## src/rtl/tree_route_pkg.sv

```systemverilog
package tree_route_pkg;

  typedef enum logic [1:0] {
    HOP_UP    = 2'b00,
    HOP_DOWN  = 2'b01,
    HOP_LOCAL = 2'b10
  } hop_kind_e;

  // Position of the highest set bit; returns 0 for a zero word.
  function automatic int unsigned top_one(input logic [31:0] v);
    int unsigned p;
    p = 0;
    for (int b = 0; b < 32; b++) begin
      if (v[b]) p = b;
    end
    return p;
  endfunction

  // Levels to climb for a relative address: 0 when equal, else top_one+1.
  function automatic int unsigned climb_of(input logic [31:0] rel);
    return (rel == 32'd0) ? 0 : top_one(rel) + 1;
  endfunction

endpackage

```

## src/rtl/tree_route_calc.sv

```systemverilog
module tree_route_calc
  import tree_route_pkg::*;
#(
  parameter int AW = 4,
  parameter int CW = 3
) (
  input  logic [AW-1:0] src,
  input  logic [AW-1:0] dst,
  output logic [AW-1:0] rel,
  output logic [CW-1:0] climb,
  output logic          same_leaf
);

  always_comb begin
    rel       = src ^ dst;
    same_leaf = (rel == '0);
    climb     = CW'(climb_of(32'(rel)));
  end

endmodule

```

## src/rtl/tree_hop_seq.sv

```systemverilog
module tree_hop_seq
  import tree_route_pkg::*;
#(
  parameter int AW = 4,
  parameter int CW = 3,
  parameter int IW = 2
) (
  input  logic          clk,
  input  logic          rst_n,
  input  logic          start,
  input  logic [AW-1:0] start_dst,
  input  logic [CW-1:0] start_climb,
  input  logic          start_local,
  input  logic          take,
  output logic          busy,
  output hop_kind_e     kind,
  output logic          dir,
  output logic          last,
  output logic [CW-1:0] climb_out
);

  logic          busy_q;
  hop_kind_e     kind_q;
  logic [CW-1:0] ups_left_q;
  logic [IW-1:0] idx_q;
  logic [AW-1:0] dst_q;
  logic [CW-1:0] climb_q;

  // Named internal events
  logic hop_fire;
  logic up_done;
  logic down_done;

  assign hop_fire  = busy_q && take;
  assign up_done   = hop_fire && (kind_q == HOP_UP) && (ups_left_q == CW'(1));
  assign down_done = hop_fire && (kind_q == HOP_DOWN) && (idx_q == '0);

  always_ff @(posedge clk) begin
    if (!rst_n) begin
      busy_q     <= 1'b0;
      kind_q     <= HOP_LOCAL;
      ups_left_q <= '0;
      idx_q      <= '0;
      dst_q      <= '0;
      climb_q    <= '0;
    end else if (start) begin
      busy_q     <= 1'b1;
      dst_q      <= start_dst;
      climb_q    <= start_climb;
      ups_left_q <= start_climb;
      idx_q      <= start_local ? '0 : IW'(start_climb - CW'(1));
      kind_q     <= start_local ? HOP_LOCAL : HOP_UP;
    end else if (hop_fire) begin
      unique case (kind_q)
        HOP_LOCAL: busy_q <= 1'b0;
        HOP_UP: begin
          ups_left_q <= ups_left_q - CW'(1);
          if (up_done) kind_q <= HOP_DOWN;
        end
        HOP_DOWN: begin
          if (down_done) busy_q <= 1'b0;
          else           idx_q  <= idx_q - IW'(1);
        end
        default: busy_q <= 1'b0;
      endcase
    end
  end

  always_comb begin
    busy      = busy_q;
    kind      = kind_q;
    dir       = (kind_q == HOP_DOWN) ? dst_q[idx_q] : 1'b0;
    last      = (kind_q == HOP_LOCAL) || ((kind_q == HOP_DOWN) && (idx_q == '0));
    climb_out = climb_q;
  end

  // an UP phase always has hops left to issue
  a_r3_up_count_live: assert property (@(posedge clk) disable iff (!rst_n)
    (busy_q && kind_q == HOP_UP) |-> (ups_left_q != '0));

  // the descent index never points past the climbed height
  a_r4_idx_in_climb: assert property (@(posedge clk) disable iff (!rst_n)
    (busy_q && kind_q == HOP_DOWN) |-> (CW'(idx_q) < climb_q));

  // the last UP hop hands over to DOWN with the full index
  a_r3_handover: assert property (@(posedge clk) disable iff (!rst_n)
    up_done |=> (kind_q == HOP_DOWN && CW'(idx_q) == climb_q - CW'(1)));

endmodule

```

## src/rtl/tree_updown_router.sv

```systemverilog
module tree_updown_router
  import tree_route_pkg::*;
#(
  parameter int LEAVES = 16,
  localparam int AW = (LEAVES > 2) ? $clog2(LEAVES) : 2,
  localparam int CW = $clog2(AW + 1),
  localparam int IW = (AW > 2) ? $clog2(AW) : 1
) (
  input  logic          clk,
  input  logic          rst_n,
  input  logic          req_valid,
  output logic          req_ready,
  input  logic [AW-1:0] req_src,
  input  logic [AW-1:0] req_dst,
  output logic          hop_valid,
  input  logic          hop_ready,
  output logic [1:0]    hop_kind,
  output logic          hop_dir,
  output logic          hop_last,
  output logic [CW-1:0] route_climb
);

  logic [AW-1:0] rel;
  logic [CW-1:0] climb;
  logic          same_leaf;
  logic          busy;
  hop_kind_e     kind;
  logic          accept;
  logic          hop_take;

  tree_route_calc #(.AW(AW), .CW(CW)) u_calc (
    .src       (req_src),
    .dst       (req_dst),
    .rel       (rel),
    .climb     (climb),
    .same_leaf (same_leaf)
  );

  assign accept = req_valid && !busy;

  tree_hop_seq #(.AW(AW), .CW(CW), .IW(IW)) u_seq (
    .clk         (clk),
    .rst_n       (rst_n),
    .start       (accept),
    .start_dst   (req_dst),
    .start_climb (climb),
    .start_local (same_leaf),
    .take        (hop_ready),
    .busy        (busy),
    .kind        (kind),
    .dir         (hop_dir),
    .last        (hop_last),
    .climb_out   (route_climb)
  );

  assign req_ready = !busy;
  assign hop_valid = busy;
  assign hop_kind  = kind;
  assign hop_take  = hop_valid && hop_ready;

  // a stalled command holds still
  a_r8_hold: assert property (@(posedge clk) disable iff (!rst_n)
    (hop_valid && !hop_ready) |=> (hop_valid && $stable(hop_kind) &&
                                   $stable(hop_dir) && $stable(hop_last)));

  // no request taken while hops are pending
  a_r7_busy_blocks: assert property (@(posedge clk) disable iff (!rst_n)
    hop_valid |-> !req_ready);

  // LOCAL is a lone final command with zero climb
  a_r5_local_alone: assert property (@(posedge clk) disable iff (!rst_n)
    (hop_valid && hop_kind == HOP_LOCAL) |-> (hop_last && route_climb == '0));

  // after the final command the unit is idle
  a_r6_idle_after_last: assert property (@(posedge clk) disable iff (!rst_n)
    (hop_take && hop_last) |=> (req_ready && !hop_valid));

  // no UP once the descent has begun
  a_r3_no_up_after_down: assert property (@(posedge clk) disable iff (!rst_n)
    (hop_take && hop_kind == HOP_DOWN && !hop_last) |=> (hop_kind == HOP_DOWN));

  // climb stays within the tree height and is nonzero except for LOCAL
  a_r2_climb_range: assert property (@(posedge clk) disable iff (!rst_n)
    hop_valid |-> (route_climb <= CW'(AW) &&
                   ((route_climb == '0) == (hop_kind == HOP_LOCAL))));

endmodule

```

## config.mk

```make
export PLATFORM = sky130hd
export DESIGN_NAME = tree_updown_router
export DESIGN_NICKNAME = d
export VERILOG_FILES = /design/src/rtl/tree_route_pkg.sv /design/src/rtl/tree_route_calc.sv /design/src/rtl/tree_hop_seq.sv /design/src/rtl/tree_updown_router.sv
export SDC_FILE = /design/constraint.sdc
export NUM_CORES = 1
export LEC_CHECK = 0
export BUFFER_PORTS_ARGS = -buffer_cell sky130_fd_sc_hd__buf_2
export CAP_MARGIN = 30
export CORE_MARGIN = 1.5
export CORE_UTILIZATION = 50
export DETAILED_ROUTE_END_ITERATION = 8
export PLACE_DENSITY = 0.76
export SYNTH_ARGS = -nofsm -noshare
export SYNTH_HDL_FRONTEND = slang
export SYNTH_SLANG_ARGS = --single-unit
```

## constraint.sdc

```tcl
create_clock -name clk -period 1.7 [get_ports clk]
set_input_delay 0.34 -clock clk [delete_from_list [all_inputs] [get_ports clk]]
set_output_delay 0.34 -clock clk [all_outputs]
set_load 0.01 [all_outputs]
```

* Yosys cells after proc, flatten, opt, wreduce, memory -nomap -nowiden
Index checks and enable logic that the tools add are counted.
Storage, ports and cells: word-level logic and storage cells 62, output and inout bits 9, input port bits 12, flip-flop bits (word level) 15
Cells by class: $lt $le $gt $ge 1, add/subtract/negate cells 4, muxes and demuxes 24, bitwise gates (word level) 1, reductions and logical operators 20, equal/unequal tests 6
Operators by type and width (number):
- two-way mux 2 bit | 12
- two-way mux 3 bit | 4
- AND reduction 3 bit | 3
- nonzero test 2 bit | 4
- logical AND 1 bit | 7
- two-way mux 1 bit | 6
- zero test 2 bit | 2
- zero test 4 bit | 1
- inequality test 2 bit, second input constant | 2
- subtractor 2 x 1 -> 2 bit, second input constant | 2
- bitwise XOR 4 bit | 1
- adder 2 x 1 -> 3 bit, second input constant | 1
- equality test 3 x 1 -> 1 bit, second input constant | 1
- < comparator 2 x 3 -> 1 bit, second input constant | 1
- inequality test 3 x 2 -> 1 bit, second input constant | 1
- subtractor 3 x 1 -> 3 bit, second input constant | 1
- binary-select mux 1 bit (select 2 bit) | 1
- equality test 2 x 1 -> 1 bit, second input constant | 1
- equality test 2 bit, second input constant | 1
- case mux 1 bit (2 select lines) | 1
- AND reduction 2 bit | 1
- zero test 1 bit | 1
- logical OR 1 bit | 1

* Logic depth before layout (Yosys ltp)
depth after elaboration 9, depth in mapped cells 6, gate-level depth less buffers 6

* By module
A second synthesis with hierarchy kept.
Unflattened totals: cell total of the unflattened synthesis 86, area total of the unflattened synthesis 845.8 µm²
By module, submodules not included:
- tree_hop_seq | sequential area each 300.3 µm², times used 1, cells each 74, area an instance 755.7 µm²
- tree_route_calc | sequential area each 0.0 µm², times used 1, cells each 10, area an instance 80.1 µm²
- tree_updown_router | sequential area each 0.0 µm², times used 1, cells each 2, area an instance 10.0 µm²

* Worst setup path after synthesis
No wires, ideal clock.
path type register to output, start register u_seq.idx_q[0], end output hop_dir, cell stages (with the launch flop) 3, setup slack 318 ps, arrival time 1042 ps, buffers on the path 0, required time 1360 ps, path through dfxtp_1 > mux4_2 > and3_1
On the way: cells in the longest elaborated chain, start to end 3
Ends and longest elaborated chain:
- start, declared | RTL line tree_hop_seq.sv:25 | logic [IW-1:0] idx_q;
- start signal, assigned | RTL line tree_hop_seq.sv:51 | idx_q <= start_local ? '0 : IW'(start_climb - CW'(1));
- start signal, assigned | RTL line tree_hop_seq.sv:62 | else idx_q <= idx_q - IW'(1);
- binary-select mux 1 bit (select 2 bit) | RTL line tree_hop_seq.sv:72 | dir = (kind_q == HOP_DOWN) ? dst_q[idx_q] : 1'b0;
- two-way mux 1 bit (implied by the code) | RTL line tree_hop_seq.sv:72
- two-way mux 1 bit | RTL line tree_hop_seq.sv:72
- end, declared | RTL line tree_updown_router.sv:18 | output logic hop_dir,
Every way passes these cells. The select of a mux whose other input is x is not followed.

* Worst setup path in the final report
Ends and elaborated chain as after synthesis.

==> results.py <==
metrics = {
    "die": {
        "die_w_um": 42.7,
        "start_util": 0.530,
        "fp.dieArea_um2": 1830,
        "num_io_pins": 21,
        "num_rows": 14,
        "core_um2": 1490,
        "die_height_um": 42.7,
    },
    "synthesis": {
        "yosys-top-cells-count": "nand2_1, dfxtp_1, inv_1",
        "syn_avg_cell_area_um2": 8.68,
        "ys.flop_type": "dfxtp_1",
        "synth-simple-area-share": 0.211,
        "ys_ff_latch": 15,
        "synth_compound_area_frac": 0.219,
        "synth_top_cell_by_area": "dfxtp_1",
        "synthMuxAreaShare": 0.0285,
        "synth-async-reset-ratio": 0,
        "synth-seq-area-share": 0.380,
        "synth_edf_count": 0,
        "synth_cells": 91,
        "synth_top_area_share": 0.380,
        "synth_top_family_by_area": "compound AO/OA/AOI/OAI gates",
        "synth_warnings": 0,
        "synth_most_common_cell": "nand2_1",
        "synth_xor_area_frac": 0.0555,
        "netlist_top_cells_area": "dfxtp_1, nand2_1, ha_1",
        "synthAdderAreaFrac": 0.0475,
        "synth_area_um2": 790,
        "synth_fp_nets": 106,
        "synth.distinct_cells": 30,
    },
    "power": {
        "combPwrFrac": 0.216,
        "clkPwrFrac": 0.267,
        "seqPwrFrac": 0.517,
        "sw_frac_of_total": 0.289,
        "vdd_ir_drop_max_uv": 505,
        "powerDensity_nw_per_um2": 815,
        "p_int_w": 0.000548,
        "p_leak_nw": 0.417,
        "p_sw_w": 0.000223,
    },
    "sta": {
        "relSlewSlack": 0.736,
        "fin_crit_sh": 1.04,
        "worst_slew_pin_slew_ps": 396,
        "fin_tns_setup_ps": -65.2,
        "setup_ws_ps": -65.2,
        "skew_ps": 3.41,
        "hold_violations": 0,
        "fmaxAchievable_mhz": 567,
        "fin_crit_ps": 1770,
        "slew_violations": 0,
        "rsz0062_at_grt": "true",
        "finalSetupViolCount": 1,
    },
    "global_routing": {
        "grt_overflow": 0,
        "grt_usage": 0.184,
        "grt_max_degree": 16,
        "grt_pass1_wl_mm": 2.55,
        "grt_pass1_vias": 653,
        "antenna_found_initial": 0,
    },
    "routing": {
        "wl_per_cell_um": 12.2,
        "antenna_left": 0,
        "drt-met1-wl_um": 814,
        "route.met2.wl_um": 672,
        "finalWirelength_mm": 1.58,
        "highest_layer": "met4",
        "via_per_inst": 5.31,
        "wl_met3_um": 75,
        "drc": 0,
        "drtIter0Drc": 6,
        "vias": 690,
        "dr.pass1.iters": 4,
    },
    "placement": {
        "io_buffers": 20,
        "place_inst": 125,
        "dp_hpwl_mm": 1.16,
        "gp_congestion": 0.806,
    },
    "critical_path": {
        "crit_slowest_cell": "mux4_2",
        "max_stage_delay_ps": 500,
        "cp.arrival_ps": 1430,
        "crit_chain": "mux4_2, and3_4, buf_6",
        "critPathKind": "reg2out",
        "worstPathRequired_ps": 1360,
        "crit_family": "multiplexers",
        "worstPathMaxFanout": 2,
        "start_kind": "flip-flop",
        "critPathCaptureType": "output port",
        "worst-path-buf-inv": 1,
    },
    "clock_tree": {
        "cts_made_buffers": 3,
        "h-tree-depth": 1,
        "cts_tree": "built",
        "hold_buffers": 0,
        "clkSinkCount": 15,
        "cts-root-buf": "clkbuf_4",
        "clockBufferDepth": 2,
        "clk_pin_slew_ps": 90,
        "clkLatencyLatePin_ps": 280,
    },
    "cells_and_area": {
        "multi_input_area_um2": 450,
        "area_delta_synth_final_pct": 19.8,
        "fin_cells": 130,
        "drive_gt1_frac": 0.289,
        "diodes": 0,
        "seqCellArea_um2": 302,
        "n_fill_cell": 130,
        "nNetsFinal": 130,
    },
    "run_status": {
        "status": "finished, violations left",
        "violations": "negative setup slack",
    },
    "run": {
        "maxCapViolCount": 0,
    },
    "hold_path": {
        "min_path_type": "in2reg",
    },
}
-- what timing repair did --
| action | 4_1_cts | 5_1_grt |
|---|---|---|
| gates resized for setup | 1 | 3 |
| endpoints found under the setup margin | 1 | 2 |
| buffers inserted | 1 | 0 |
| pin swaps | 1 | 0 |
-- per-layer routing --
| metal | global-route usage | vias to the layer above |
|---|---|---|
| met5 | 0 | - |
| met4 | 0.0938 | 0 |
| met3 | 0.0383 | 4 |
| met2 | 0.288 | 19 |
| met1 | 0.238 | 306 |
| li1 | - | 361 |
-- power by group through the flow --
stage,combinational [W],sequential [W],clock [W]
4_1_cts,0.000166,0.000399,0.000212
5_1_grt,0.000186,0.000403,0.000226
6_report,0.000166,0.000399,0.000206
3_5_place_dp,0.000160,0.000408,0
2_1_floorplan,0.000108,0.000408,0
3_3_place_gp,0.000158,0.000406,0
-- stage by stage --
stage	setup slack (ps)	hold slack, ps	power, W	util	cell area (µm²)
after global routing	-111	298	0.000815	0.635	946
after CTS	-52.5	283	0.000777	0.626	932
after floorplan	318	432	0.000516	-	790
final	-65.2	283	0.000771	0.635	946
after global placement	218	446	0.000564	0.603	897
after detailed placement	196	448	0.000568	0.603	897
-- worst reg2reg max path: stages (launching register included) --
cell and delay [ps]:
dfxtp_1 480, nand2b_1 400, o21ai_1 170, o221a_1 270
-- registers in the layout (all words and copies together), names as in the netlist --
name,cells
u_seq.ups_left_q,3
u_seq.busy,1
u_seq.kind,2
u_seq.dst_q,4
u_seq.idx_q,2
u_seq.climb_out,3
-- cells in the final DEF (no fill, tap or decap), types with 3 or more instances in the layout --
cell,instances
clkbuf_4,3
buf_2,19
a21boi_1,4
nand2_1,17
o21ai_0,4
inv_1,7
dfxtp_1,14
a21oi_1,3
nor2_1,4
xnor2_1,4
-- final cells by class --
| class | instances | share of cell area |
|---|---|---|
| Clock buffer | 4 | 0.0278 |
| Sequential cell | 15 | 0.319 |
| Timing Repair Buffer | 22 | 0.128 |
| Inverter | 7 | 0.0278 |
| Multi-Input combinational cell | 66 | 0.476 |
| Tap cell | 16 | 0.0212 |
-- logic make-up (layout without fill, tap and decap cells) --
| family | Yosys count | in the layout |
|---|---|---|
| adder cells (fa/ha/maj) | 3 | 3 |
| buffers and inverters | 10 | 33 |
| multiplexers | 1 | 1 |
| XOR/XNOR | 5 | 5 |
| AO/OA/AOI/OAI | 25 | 25 |
| AND/OR/NAND/NOR | 32 | 32 |
| flip-flops | 15 | 15 |
-- final timing paths --
check                                    start                  end  slack, ps  depth (start not counted)
worst max register to register      u_seq.busy  u_seq.ups_left_q[0]        280                          3
worst min-delay path                 hop_ready           u_seq.busy        280                          2
worst min register to register  u_seq.dst_q[1]       u_seq.dst_q[1]        460                          2
worst max-delay path            u_seq.idx_q[0]              hop_dir        -70                          3
No activity file was read; power rests on OpenSTA's default activity.
